[config.mk]
export PLATFORM = sky130hd
export DESIGN_NAME = modrm_operand_locator
export DESIGN_NICKNAME = d
export VERILOG_FILES = /design/src/rtl/mol_pkg.sv /design/src/rtl/mol_prefix_row.sv /design/src/rtl/mol_slot.sv /design/src/rtl/modrm_operand_locator.sv
export SDC_FILE = /design/constraint.sdc
export NUM_CORES = 1
export LEC_CHECK = 0
export ABC_AREA = 1
export ABC_CLOCK_PERIOD_IN_PS = 1850
export BUFFER_PORTS_ARGS = -buffer_cell sky130_fd_sc_hd__buf_2
export CORE_AREA = 10 10 143 132
export CTS_CLUSTER_DIAMETER = 60
export DETAILED_ROUTE_END_ITERATION = 7
export DIE_AREA = 0 0 153 142
export SETUP_SLACK_MARGIN = 0.5
export SYNTH_ARGS = -nofsm -noshare
export SYNTH_HDL_FRONTEND = slang
export SYNTH_HIERARCHICAL = 1
export SYNTH_SLANG_ARGS = --single-unit
[constraint.sdc]
create_clock -name clk -period 1.85 [get_ports clk]
set_clock_uncertainty 0.1 [all_clocks]
set_input_delay 0.2775 -clock clk [delete_from_list [all_inputs] [get_ports clk]]
set_output_delay 0.2775 -clock clk [all_outputs]
set_load 0.1 [all_outputs]
[src/rtl/mol_pkg.sv]
package mol_pkg;
  parameter int NSLOT      = 3;
  parameter int KIND_W     = 4;
  parameter int SZC_W      = 3;
  parameter int UNIT_W     = 3;
  parameter int REG_W      = 4;
  parameter int LSZ_W      = 3;
  parameter int IMM_W      = 7;
  localparam int SLOT_IMM_W = (1 << LSZ_W) - 2;

  typedef enum logic [KIND_W-1:0] {
    K_NONE, K_GREG, K_GMOD, K_GRO, K_MEM, K_SREG, K_SMOD, K_SRO,
    K_MREG, K_MMOD, K_MRO, K_VVVV, K_IMM, K_SEG, K_CTL, K_DBG
  } kind_e;

  typedef enum logic [UNIT_W-1:0] {
    U_NONE, U_GPR, U_SEG, U_CTL, U_DBG, U_MMX, U_SSE, U_IMM
  } unit_e;

  typedef enum logic [SZC_W-1:0] {
    Z_NONE, Z_B, Z_W, Z_D, Z_Q, Z_DQ, Z_QQ, Z_X
  } szc_e;

  typedef enum logic [1:0] {SP_NONE, SP_MMX, SP_ZX0, SP_ZX2} spec_e;

  typedef struct packed {
    logic             ok;
    logic [LSZ_W-1:0] lsz;
  } lsz_t;

  // size code -> log2 bytes, with VEX.L legality
  function automatic lsz_t size_of(szc_e c, logic mmx, logic vl, logic qq);
    lsz_t r;
    r.ok  = 1'b1;
    r.lsz = '0;
    case (c)
      Z_B: r.lsz = LSZ_W'(0);
      Z_W: r.lsz = LSZ_W'(1);
      Z_D: r.lsz = LSZ_W'(2);
      Z_Q: r.lsz = LSZ_W'(3);
      Z_DQ: begin
        if (mmx)            r.lsz = LSZ_W'(3);
        else if (vl && !qq) r.ok  = 1'b0;
        else                r.lsz = LSZ_W'(4);
      end
      Z_QQ: begin
        if (!vl) r.ok  = 1'b0;
        else     r.lsz = LSZ_W'(5);
      end
      Z_X: r.lsz = mmx ? LSZ_W'(3) : (vl ? LSZ_W'(5) : LSZ_W'(4));
      default: ;
    endcase
    return r;
  endfunction

  function automatic logic [2:0] row_of(logic d, logic r, logic rn);
    logic [2:0] v;
    if (r) v = 3'd2;
    else   v = (rn ? 3'd3 : 3'd0) + (d ? 3'd1 : 3'd0);
    return v;
  endfunction

  function automatic logic [SLOT_IMM_W-1:0] imm_len(logic [LSZ_W-1:0] lsz);
    return SLOT_IMM_W'(1) << lsz;
  endfunction
endpackage

[src/rtl/mol_prefix_row.sv]
module mol_prefix_row
  import mol_pkg::*;
(
  input  logic       data_i,
  input  logic       rep_i,
  input  logic       repne_i,
  output logic [2:0] row_o
);
  assign row_o = row_of(data_i, rep_i, repne_i);
endmodule

[src/rtl/mol_slot.sv]
module mol_slot
  import mol_pkg::*;
(
  input  kind_e                  kind_i,
  input  kind_e                  alt_i,
  input  szc_e                   szc_i,
  input  logic                   mmx_i,
  input  logic                   vex_i,
  input  logic                   vex_l_i,
  input  logic [REG_W-1:0]       vvvv_i,
  input  logic                   rex_r_i,
  input  logic                   rex_b_i,
  input  logic                   lock_i,
  input  logic                   qq_any_i,
  input  logic                   zext_i,
  input  logic [7:0]             modrm_i,
  output unit_e                  unit_o,
  output logic [REG_W-1:0]       reg_o,
  output logic                   mem_o,
  output logic [LSZ_W-1:0]       lsz_o,
  output logic [SLOT_IMM_W-1:0]  imm_o,
  output logic                   bad_o
);
  logic  reg_mode, use_rm, reg_only, mem_only, rm_ext;
  kind_e k;
  lsz_t  sz;

  always_comb begin
    reg_mode = (modrm_i[7:6] == 2'b11);
    k = kind_i;
    if (k == K_VVVV && !vex_i) k = alt_i;
    if (k == K_VVVV && !vex_i) k = K_NONE;

    unit_o   = U_NONE;
    reg_o    = '0;
    mem_o    = 1'b0;
    bad_o    = 1'b0;
    use_rm   = 1'b0;
    reg_only = 1'b0;
    mem_only = 1'b0;
    rm_ext   = rex_b_i && !(k == K_MMOD || k == K_MRO);

    case (k)
      K_GREG, K_GMOD, K_GRO:   unit_o = U_GPR;
      K_SREG, K_SMOD, K_SRO:   unit_o = mmx_i ? U_MMX : U_SSE;
      K_MREG, K_MMOD, K_MRO:   unit_o = U_MMX;
      K_VVVV:                  unit_o = U_SSE;
      K_IMM:                   unit_o = U_IMM;
      K_SEG:                   unit_o = U_SEG;
      K_CTL:                   unit_o = U_CTL;
      K_DBG:                   unit_o = U_DBG;
      default:                 unit_o = U_NONE;
    endcase

    case (k)
      K_GREG, K_SREG, K_MREG, K_SEG, K_CTL, K_DBG:
        reg_o = REG_W'({rex_r_i, modrm_i[5:3]});
      K_VVVV:
        reg_o = vvvv_i;
      K_GMOD, K_SMOD, K_MMOD:
        use_rm = 1'b1;
      K_GRO, K_SRO, K_MRO: begin
        use_rm   = 1'b1;
        reg_only = 1'b1;
      end
      K_MEM: begin
        use_rm   = 1'b1;
        mem_only = 1'b1;
      end
      default: ;
    endcase

    if (use_rm) begin
      if (reg_mode) begin
        if (lock_i || mem_only) bad_o = 1'b1;
        reg_o = REG_W'({rm_ext, modrm_i[2:0]});
      end else begin
        if (reg_only) bad_o = 1'b1;
        mem_o = 1'b1;
      end
    end

    if (k == K_NONE) begin
      sz.ok  = 1'b1;
      sz.lsz = '0;
    end else begin
      sz = size_of(szc_i, mmx_i, vex_l_i, qq_any_i);
    end
    if (!sz.ok) bad_o = 1'b1;

    lsz_o = sz.lsz;
    if (zext_i && !mem_o && unit_o == U_GPR) lsz_o = LSZ_W'(2);

    imm_o = (k == K_IMM) ? imm_len(lsz_o) : '0;
  end
endmodule

[src/rtl/modrm_operand_locator.sv]
module modrm_operand_locator
  import mol_pkg::*;
(
  input  logic                    clk,
  input  logic                    rst_n,
  input  logic                    start_i,
  input  logic [NSLOT*KIND_W-1:0] kinds_i,
  input  logic [NSLOT*SZC_W-1:0]  sizes_i,
  input  logic                    imm8_tail_i,
  input  logic [1:0]              special_i,
  input  logic                    pfx_data_i,
  input  logic                    pfx_rep_i,
  input  logic                    pfx_repne_i,
  input  logic                    pfx_lock_i,
  input  logic                    vex_i,
  input  logic                    vex_l_i,
  input  logic [REG_W-1:0]        vex_vvvv_i,
  input  logic                    rex_r_i,
  input  logic                    rex_b_i,
  input  logic [7:0]              modrm_i,
  output logic [NSLOT*UNIT_W-1:0] unit_o,
  output logic [NSLOT*REG_W-1:0]  reg_o,
  output logic [NSLOT-1:0]        mem_o,
  output logic [NSLOT*LSZ_W-1:0]  size_o,
  output logic [IMM_W-1:0]        imm_bytes_o,
  output logic [2:0]              row_o,
  output logic                    illegal_o
);
  spec_e spec;
  logic  mmx_route;
  logic  qq_any;
  logic  ill_n;
  logic  capture_ev;
  logic [IMM_W-1:0] imm_n;
  logic [2:0]       row_n;

  unit_e                 s_unit [NSLOT];
  logic [REG_W-1:0]      s_reg  [NSLOT];
  logic                  s_mem  [NSLOT];
  logic [LSZ_W-1:0]      s_lsz  [NSLOT];
  logic [SLOT_IMM_W-1:0] s_imm  [NSLOT];
  logic                  s_bad  [NSLOT];

  assign spec       = spec_e'(special_i);
  assign mmx_route  = (spec == SP_MMX) && !(pfx_data_i || pfx_rep_i || pfx_repne_i);
  assign capture_ev = start_i;

  always_comb begin
    qq_any = 1'b0;
    for (int i = 0; i < NSLOT; i++)
      if (szc_e'(sizes_i[i*SZC_W +: SZC_W]) == Z_QQ) qq_any = 1'b1;
  end

  for (genvar g = 0; g < NSLOT; g++) begin : g_slot
    localparam int ALT = (g == 0) ? 1 : 0;
    logic zext_here;
    assign zext_here = (g == 0 && spec == SP_ZX0) || (g == 2 && spec == SP_ZX2);

    mol_slot u_slot (
      .kind_i   (kind_e'(kinds_i[g*KIND_W +: KIND_W])),
      .alt_i    (kind_e'(kinds_i[ALT*KIND_W +: KIND_W])),
      .szc_i    (szc_e'(sizes_i[g*SZC_W +: SZC_W])),
      .mmx_i    (mmx_route),
      .vex_i    (vex_i),
      .vex_l_i  (vex_l_i),
      .vvvv_i   (vex_vvvv_i),
      .rex_r_i  (rex_r_i),
      .rex_b_i  (rex_b_i),
      .lock_i   (pfx_lock_i),
      .qq_any_i (qq_any),
      .zext_i   (zext_here),
      .modrm_i  (modrm_i),
      .unit_o   (s_unit[g]),
      .reg_o    (s_reg[g]),
      .mem_o    (s_mem[g]),
      .lsz_o    (s_lsz[g]),
      .imm_o    (s_imm[g]),
      .bad_o    (s_bad[g])
    );
  end

  mol_prefix_row u_row (
    .data_i  (pfx_data_i),
    .rep_i   (pfx_rep_i),
    .repne_i (pfx_repne_i),
    .row_o   (row_n)
  );

  always_comb begin
    ill_n = 1'b0;
    imm_n = IMM_W'(imm8_tail_i);
    for (int i = 0; i < NSLOT; i++) begin
      ill_n = ill_n | s_bad[i];
      imm_n = imm_n + IMM_W'(s_imm[i]);
    end
  end

  always_ff @(posedge clk or negedge rst_n) begin
    if (!rst_n) begin
      unit_o      <= '0;
      reg_o       <= '0;
      mem_o       <= '0;
      size_o      <= '0;
      imm_bytes_o <= '0;
      row_o       <= '0;
      illegal_o   <= 1'b0;
    end else if (capture_ev) begin
      if (ill_n) begin
        unit_o      <= '0;
        reg_o       <= '0;
        mem_o       <= '0;
        size_o      <= '0;
        imm_bytes_o <= '0;
        row_o       <= '0;
        illegal_o   <= 1'b1;
      end else begin
        for (int i = 0; i < NSLOT; i++) begin
          unit_o[i*UNIT_W +: UNIT_W] <= s_unit[i];
          reg_o[i*REG_W +: REG_W]    <= s_reg[i];
          mem_o[i]                   <= s_mem[i];
          size_o[i*LSZ_W +: LSZ_W]   <= s_lsz[i];
        end
        imm_bytes_o <= imm_n;
        row_o       <= row_n;
        illegal_o   <= 1'b0;
      end
    end
  end
endmodule

; Yosys cells after proc, flatten, opt, wreduce, memory -nomap -nowiden
; Cells that the tools add are included.
; Widths: inputs -> output; s select.
[word_totals]
ff_bits = 44
in_bits = 47
output_inout_bits = 44
word_cells = 225
[classes]
n_addsub = 4
n_eq_ne = 75
shifts = 3
muxes = 82
bitwise = 2
reduce_logical = 52
[op_table]
columns = cell, count
row1 = $eq 4x4->1 const B, 30
row2 = $pmux 3 s8, 3
row3 = $mux 4, 15
row4 = $pmux 3 s6, 3
row5 = $eq 4x3->1 const B, 12
row6 = $mux 1, 37
row7 = $eq 3x3->1 const B, 12
row8 = $reduce_or 3->1, 12
row9 = $mux 3, 9
row10 = $eq 4x2->1 const B, 6
row11 = $pmux 4 s2, 3
row12 = $reduce_or 7->1, 3
row13 = $eq 3x2->1 const B, 6
row14 = $mux 6, 3
row15 = $mux 9, 2
row16 = $reduce_or 6->1, 3
row17 = $shl 1x3->6 const A, 3
row18 = $logic_and 1x1->1, 15
row19 = $add 7x6->7, 2
row20 = $eq 4x1->1 const B, 3
row21 = $logic_not 4->1, 3
row22 = $mux 12, 1
row23 = $logic_not 1->1, 8
row24 = $logic_or 1x1->1, 8
row25 = 9 further kinds, 16

; Logic depth before layout (Yosys ltp)
; Gate-level depths: netlist of run 1.
[depth]
ltp_word = 20
mapped_depth = 25
mapped_depth_nobuf = 25

; Cells and area by module
; The synthesis of run 1 kept the hierarchy.
[by_module_without_submodules]
columns = mod, n_inst, cells_per_inst, area_each_um2, seq_area_each_um2
row1 = mol_slot, 3, 157, 799.5, 0.0
row2 = modrm_operand_locator, 1, 184, 2058.2, 1101.1
row3 = mol_prefix_row, 1, 9, 51.3, 0.0

; Worst setup path before layout of run 1
; No wires, ideal clock.
[synth_timing]
path_type = input to register
start = in pfx_rep_i
end = reg imm_bytes_o[4]
setup_time_ns = 0.068
t_arrival_ns = 3.433
t_required_ns = 1.682
path_slack_ns = -1.750
path_stages = 18
n_path_buf = 0
path_cell_list = nor4_1 > inv_1 > a21oi_1 > a311oi_1 > nor2_2 > inv_1 > nand3_2 > nor2_1 > fa_1 > ha_1 > inv_1 > fa_1 > inv_1 > nand2_1 > nand2_1 > a21oi_1 > nand3b_1 > nand2_1
[synth_lines]
columns = item, line_no
row1 = start: declaration, modrm_operand_locator.sv:12  ; input logic pfx_rep_i,
row2 = end signal: assignment, modrm_operand_locator.sv:123  ; imm_bytes_o <= imm_n;
row3 = end: declaration, modrm_operand_locator.sv:25  ; output logic [IMM_W-1:0] imm_bytes_o,

==> flow_metrics.env, run 1 <==
export IMPL_cp_required_ps=1980
export IMPL_pwr_share_seq_pct=24.8
export IMPL_slowest_stage="fa_1"
export IMPL_hp_class="input pin to flip-flop"
export IMPL_yosysWarnings=6
export IMPL_clockBufferDepth=2
export IMPL_yosysTopAreaCell="dfrtp_1"
export IMPL_p_comb_share_pct=52.5
export IMPL_first_pass_iters=4
export IMPL_rsz0062_at_grt="yes"
export IMPL_antenna_cells=0
export IMPL_worstPathArrival_ps=3160
export IMPL_grt_pass1_vias=5334
export IMPL_die_h_um=142
export IMPL_hold_violations=0
export IMPL_ys_flop_type="dfrtp_1"
export IMPL_register_area_sq_um=1100
export IMPL_htree_levels=2
export IMPL_clock_fmax_ghz=0.330
export IMPL_wirelength_mm=16.8
export IMPL_ys_seq_elements=44
export IMPL_die_width_um=153
export IMPL_wire_per_inst_um=14.4
export IMPL_core_area_sq_um=15900
export IMPL_synth_edf_count=0
export IMPL_multi_input_area_sq_um=3340
export IMPL_place_area_sq_um=6720
export IMPL_path_class="input pin to flip-flop"
export IMPL_cts_tree="done"
export IMPL_vias=5400
export IMPL_num_rows=44
export IMPL_outcome="finished with violations"
export IMPL_via_per_inst=4.62
export IMPL_grt_max_degree=45
export IMPL_gp_congestion=0.883
export IMPL_overflow=0
export IMPL_syn_to_final_growth_pct=77.0
export IMPL_maxCapViolCount=0
export IMPL_crit_buf_inv=4
export IMPL_synth_avg_cell_area_sq_um=6.79
export IMPL_crit_top_cell="nand2_4"
export IMPL_antenna_found_initial=0
export IMPL_period_minus_slack_ps=3030
export IMPL_violations="negative setup slack"
export IMPL_num_io_pins=91
export IMPL_crit_family="simple AND/OR/NAND/NOR gates"
export IMPL_p_sw_share_pct=43.0
export IMPL_clk_pin_slew_ps=60
export IMPL_yosysMostFrequentCell="nand2_1"
export IMPL_netlist_top_cells_area="dfrtp_1 (24%), nand2_1 (11%), inv_1 (10%)"
export IMPL_grt_usage_pct=14.4
export IMPL_place_ws_ps=-1520
export IMPL_cp_cell_sequence="buf_12 -> nor2_4 -> nand3_2 -> nand2_4 -> inv_2 -> nand4_1 -> nand2_1 -> nor2_2 -> nand2_4 -> nand2_4 -> nand3_4 -> nand3_2 -> nor2_2 -> fa_1 -> ha_4 -> inv_2 -> fa_2 -> inv_2 -> nand2_2 -> nand2_4 -> a21oi_2 -> nand3b_1 -> nand2_1"
export IMPL_numCtsBuffers=5
export IMPL_maxSlewViolCount=0
export IMPL_drt_iter0_drc=273
export IMPL_drive_gt1_share_pct=51.8
export IMPL_clockPowerShare_pct=22.6
export IMPL_clock_latency_ps=280
export IMPL_async_flop_share_pct=100
export IMPL_setup_viol=44
export IMPL_slew_headroom_pct=61.9
export IMPL_dp_hpwl_mm=13.0
export IMPL_synth_top_area_share_pct=24.4
export IMPL_max_stage_delay_ps=550
export IMPL_seq_area_frac_synth_pct=24.4
export IMPL_p_int_w=0.00259
export IMPL_setup_ws_ps=-1180
export IMPL_worst_pin_slew_ps=572
export IMPL_cp_start_kind="input pin"
export IMPL_start_util_pct=28.4
export IMPL_drc=0
export IMPL_peakVddDrop_v=0.000624
export IMPL_grt_pass1_wl_mm=26.5
export IMPL_dieArea_sq_um=21700
export IMPL_p_total_w=0.00455
export IMPL_clock_sinks=44
export IMPL_synthCells=664
export IMPL_stdcell_area_sq_um=7980
export IMPL_endpoint_kind="flip-flop"
export IMPL_layout_nets=1023
export IMPL_syn_nets=726
export IMPL_io_buffers=90
export IMPL_syn_cell_area_sq_um=4510
export IMPL_ctsRootBufferMaster="clkbuf_16"
export IMPL_crit_fanout=5
export IMPL_netSwitchingPower_w=0.00196
export IMPL_fillers=1487
export IMPL_ant_nets=0
export IMPL_synthTopCellsByCount="nand2_1 (127), inv_1 (122), nor2_1 (69)"
export IMPL_min_period_over_period_pct=164
export IMPL_p_leak_nw=4.30
export IMPL_synth_cell_types=33
export IMPL_p_per_area_nw_per_um2=570
state kept, by name (all words and copies together) (netlist names):
signal,flops
size_o,9
unit_o,9
reg_o,12
row_o,3
illegal_o,1
mem_o,3
imm_bytes_o,7
kinds of logic after synthesis:
kind of cell	after synthesis	synth area share (%)
DFF	44	24.4
AOI/OAI and AO/OA	111	16.8
other	1	0.0832
buffers and inverters	147	13.1
and+or+nand+nor	346	40.2
adders and majority gates	15	5.33
cell type report:
class                           count  area share, %
Inverter                          139           6.73
Multi-Input combinational cell    473           41.9
Clock inverter                      3          0.580
Clock buffer                        5           1.57
Timing Repair Buffer              298           32.2
Sequential cell                    44           13.8
Tap cell                          207           3.25
path summary, 6_finish.rpt:
path,cells after the start,slack [ps],startpoint,to
max,23,-1180,vex_i,imm_bytes_o[4]$_DFFE_PN0P_
min,3,240,start_i,illegal_o$_DFFE_PN0P_
max reg2reg,1,1000,mem_o[1]$_DFFE_PN0P_,mem_o[1]$_DFFE_PN0P_
min reg2reg,2,380,imm_bytes_o[5]$_DFFE_PN0P_,imm_bytes_o[5]$_DFFE_PN0P_
max in group asynchronous,3,760,rst_n,reg_o[11]$_DFFE_PN0P_
min in group asynchronous,3,500,rst_n,size_o[4]$_DFFE_PN0P_
layer usage:
metal	GRT usage, %	routed length [um]	share of wire [%]
met1	19.2	7990	47
met2	24.1	7990	47
met3	1.96	549	3.3
met4	3.81	302	1.8
met5	0	0	0
power by group through the flow:
stage,sequential (W),combinational (W),clock [W]
after floorplan,0.00183,0.000630,0
after global placement,0.00113,0.00201,0
after detailed placement,0.00113,0.00203,0
after CTS,0.00112,0.00225,0.00105
after global routing,0.00114,0.00253,0.00109
final,0.00113,0.00239,0.00103
stage by stage:
stage                     util [%]  hold slack (ps)  setup TNS (ps)  cells
final                         50.3              241          -27380   1169
after global placement        42.4              293          -38170   1124
after global routing          50.3              287          -34560   1169
after CTS                     47.5              230          -24090   1156
after floorplan                  -             -118          -14710    664
after detailed placement      42.4              304          -40310   1124
cell usage in the layout, fill, tap and decap left out, drive strengths merged, types with 3 or more instances in the layout:
master,instances
o2111ai,3
clkbuf,7
ha,8
inv,139
o21bai,9
a21oi,25
nand2,160
dfrtp,44
a311oi,3
o21ai,30
nor2,87
nand4,18
nand3,63
a31oi,3
a22o,37
nor3,9
or2,3
buf,295
nand3b,5
fa,7
timing repair:
item / 4_1_cts / 5_1_grt
endpoints found under the setup margin: 88 / 65
pin swaps: 44 / 53
cloned: 2 / 2
resized for setup: 128 / 85
hold endpoints to repair: 26 / 0
hold buffers: 1 / 0
setup buffers: 21 / 11
(Power assumes the default switching activity.)
==> inputs of run 2 (changes only) <==
--- a/config.mk
+++ b/config.mk
@@ -8,12 +8,11 @@
 export ABC_AREA = 1
 export ABC_CLOCK_PERIOD_IN_PS = 1850
 export BUFFER_PORTS_ARGS = -buffer_cell sky130_fd_sc_hd__buf_2
-export CORE_AREA = 10 10 143 132
+export CORE_AREA = 10 10 136 125
 export CTS_CLUSTER_DIAMETER = 60
 export DETAILED_ROUTE_END_ITERATION = 7
-export DIE_AREA = 0 0 153 142
+export DIE_AREA = 0 0 146 135
 export SETUP_SLACK_MARGIN = 0.5
 export SYNTH_ARGS = -nofsm -noshare
 export SYNTH_HDL_FRONTEND = slang
-export SYNTH_HIERARCHICAL = 1
 export SYNTH_SLANG_ARGS = --single-unit
==> flow_metrics.env, run 2 <==
export IMPL_outcome="finished with violations"
export IMPL_violations="negative setup slack"
export IMPL_syn_cell_area_sq_um=4040
export IMPL_slowest_stage="fa_1"
export IMPL_p_leak_nw=3.96
export IMPL_period_minus_slack_ps=3420
export IMPL_grt_max_degree=30
export IMPL_syn_nets=679
export IMPL_layout_nets=972
export IMPL_wire_per_inst_um=14.6
export IMPL_clock_sinks=44
export IMPL_synth_top_area_share_pct=27.3
export IMPL_mostFrequentLayoutCell="buf_4"
export IMPL_slew_headroom_pct=54.6
export IMPL_place_area_sq_um=5990
export IMPL_first_pass_iters=5
export IMPL_crit_fanout=6
export IMPL_peakVddDrop_v=0.000438
export IMPL_overflow=0
export IMPL_multi_input_area_sq_um=3160
export IMPL_reg_largest_list="reg_o (12), size_o (9), unit_o (9)"
export IMPL_clock_latency_ps=290
export IMPL_synth_edf_count=0
export IMPL_ff2ff_path_depth=3
export IMPL_die_width_um=146
export IMPL_antenna_found_initial=0
export IMPL_endpoint_kind="flip-flop"
export IMPL_grt_pass1_vias=5300
export IMPL_synth_avg_cell_area_sq_um=6.54
export IMPL_hold_violations=0
export IMPL_grt_pass1_wl_mm=26.1
export IMPL_dieArea_sq_um=19700
export IMPL_largest_register_ffs=12
export IMPL_worstPathArrival_ps=3500
export IMPL_place_inst=1034
export IMPL_numCtsBuffers=5
export IMPL_setup_ws_ps=-1570
export IMPL_drc=0
export IMPL_die_h_um=135
export IMPL_p_per_area_nw_per_um2=594
export IMPL_clockBufferDepth=2
export IMPL_cts_tree="done"
export IMPL_max_stage_delay_ps=480
export IMPL_fillers=1310
export IMPL_synthCells=617
export IMPL_htree_levels=2
export IMPL_yosysWarnings=0
export IMPL_start_util_pct=28.8
export IMPL_worst_pin_slew_ps=680
export IMPL_drive_gt1_share_pct=50.8
export IMPL_final_cell_mix="buf_4 (182), nand2_1 (134), inv_1 (77), nor2_1 (62), buf_6 (60)"
export IMPL_num_io_pins=91
export IMPL_ctsRootBufferMaster="clkbuf_16"
export IMPL_whs_path_depth=3
export IMPL_ant_nets=0
export IMPL_path_class="input pin to flip-flop"
export IMPL_cp_start_kind="input pin"
export IMPL_hp_class="input pin to flip-flop"
export IMPL_dp_hpwl_mm=11.6
export IMPL_yosysMostFrequentCell="nand2_1"
export IMPL_seq_area_frac_synth_pct=27.3
export IMPL_core_area_sq_um=14000
export IMPL_rsz0062_at_grt="yes"
export IMPL_crit_family="simple AND/OR/NAND/NOR gates"
export IMPL_min_period_over_period_pct=185
export IMPL_stdcell_area_sq_um=7620
export IMPL_register_area_sq_um=1100
export IMPL_grt_usage_pct=16.0
export IMPL_crit_top_cell="nand2_4"
export IMPL_ys_seq_elements=44
export IMPL_clock_fmax_ghz=0.292
export IMPL_synth_cell_types=41
export IMPL_path_depth=25
export IMPL_setup_viol=44
export IMPL_clk_pin_slew_ps=70
export IMPL_syn_to_final_growth_pct=88.8
export IMPL_netlist_top_cells_area="dfrtp_1 (27%), nand2_1 (16%), nand3_1 (9.7%)"
export IMPL_via_per_inst=4.66
export IMPL_antenna_cells=0
export IMPL_maxCapViolCount=0
export IMPL_synthTopCellsByCount="nand2_1 (167), inv_1 (84), nor2_1 (79)"
export IMPL_async_flop_share_pct=100
export IMPL_num_rows=41
export IMPL_wirelength_mm=16.1
export IMPL_drt_iter0_drc=288
export IMPL_finalNonFillerCells=1104
export IMPL_maxSlewViolCount=0
export IMPL_vias=5148
export IMPL_io_buffers=90
export IMPL_top_register="reg_o"
export IMPL_yosysTopAreaCell="dfrtp_1"
export IMPL_crit_buf_inv=4
export IMPL_cp_required_ps=1930
export IMPL_gp_congestion=0.874
export IMPL_ys_flop_type="dfrtp_1"
-- run 2: cell families (layout without fill, tap and decap cells) --
family	count (synthesis)	in the layout	share of synthesized area, %
AO/OA/AOI/OAI	78	78	14.8
adder cells (fa/ha/maj)	15	15	5.95
buffers and inverters	105	399	10.5
flip-flops	44	44	27.3
AND/OR/NAND/NOR	369	369	40.2
XOR/XNOR	6	6	1.30
-- run 2: power by group --
group | internal (W) | total [W] | switching, W
Clock | 0.000503 | 0.000903 | 0.000401
Combinational | 0.000941 | 0.00249 | 0.00155
Sequential | 0.00106 | 0.00113 | 0.0000750
-- run 2: metrics by stage --
step	setup slack [ps]	power [W]	hold WS, ps	setup TNS (ps)	utilization [%]
global route	-1740	0.00477	235	-70880	54.4
floorplan	-1590	0.00243	-118	-10120	-
global placement	-1900	0.00306	122	-31210	42.8
detailed placement	-1950	0.00306	126	-32400	42.8
CTS	-1410	0.00442	209	-55770	51.7
finish	-1570	0.00453	221	-65970	54.4
-- run 2: cell type report --
class	count	share of cell area, %
multi-input cells	468	41.5
repair buffers	297	33.8
flip-flops and latches	44	14.4
inverters	94	5.11
well taps	193	3.17
clock buffers	5	1.64
clock inverters	3	0.312
-- run 2: path summary, 6_finish.rpt --
check / slack [ps] / endpoint / from
max reg2reg: 940 / unit_o[2]$_DFFE_PN0P_ / unit_o[2]$_DFFE_PN0P_
max: -1570 / imm_bytes_o[6]$_DFFE_PN0P_ / kinds_i[10]
min: 220 / reg_o[0]$_DFFE_PN0P_ / modrm_i[0]
min in group asynchronous: 330 / reg_o[1]$_DFFE_PN0P_ / rst_n
min reg2reg: 400 / reg_o[6]$_DFFE_PN0P_ / reg_o[6]$_DFFE_PN0P_
max in group asynchronous: 830 / size_o[0]$_DFFE_PN0P_ / rst_n
-- run 2: worst min-delay path: stages --
cell and delay (ps):
buf_2 110, a21oi_1 80, o21bai_2 110
-- run 2: routing by layer --
| layer | share of wire [%] | track usage [%] |
|---|---|---|
| met1 | 43 | 19.3 |
| met2 | 49 | 28.0 |
| met5 | 0 | 0 |
| met3 | 5.7 | 3.94 |
| met4 | 1.8 | 3.78 |
-- run 2: repair_timing --
item,4_1_cts,5_1_grt
setup buffers,44,11
hold buffers,1,0
gates resized for setup,160,76
hold endpoints to repair,15,0
gates cloned,6,0
setup endpoints to repair,88,74
pin swaps,56,40
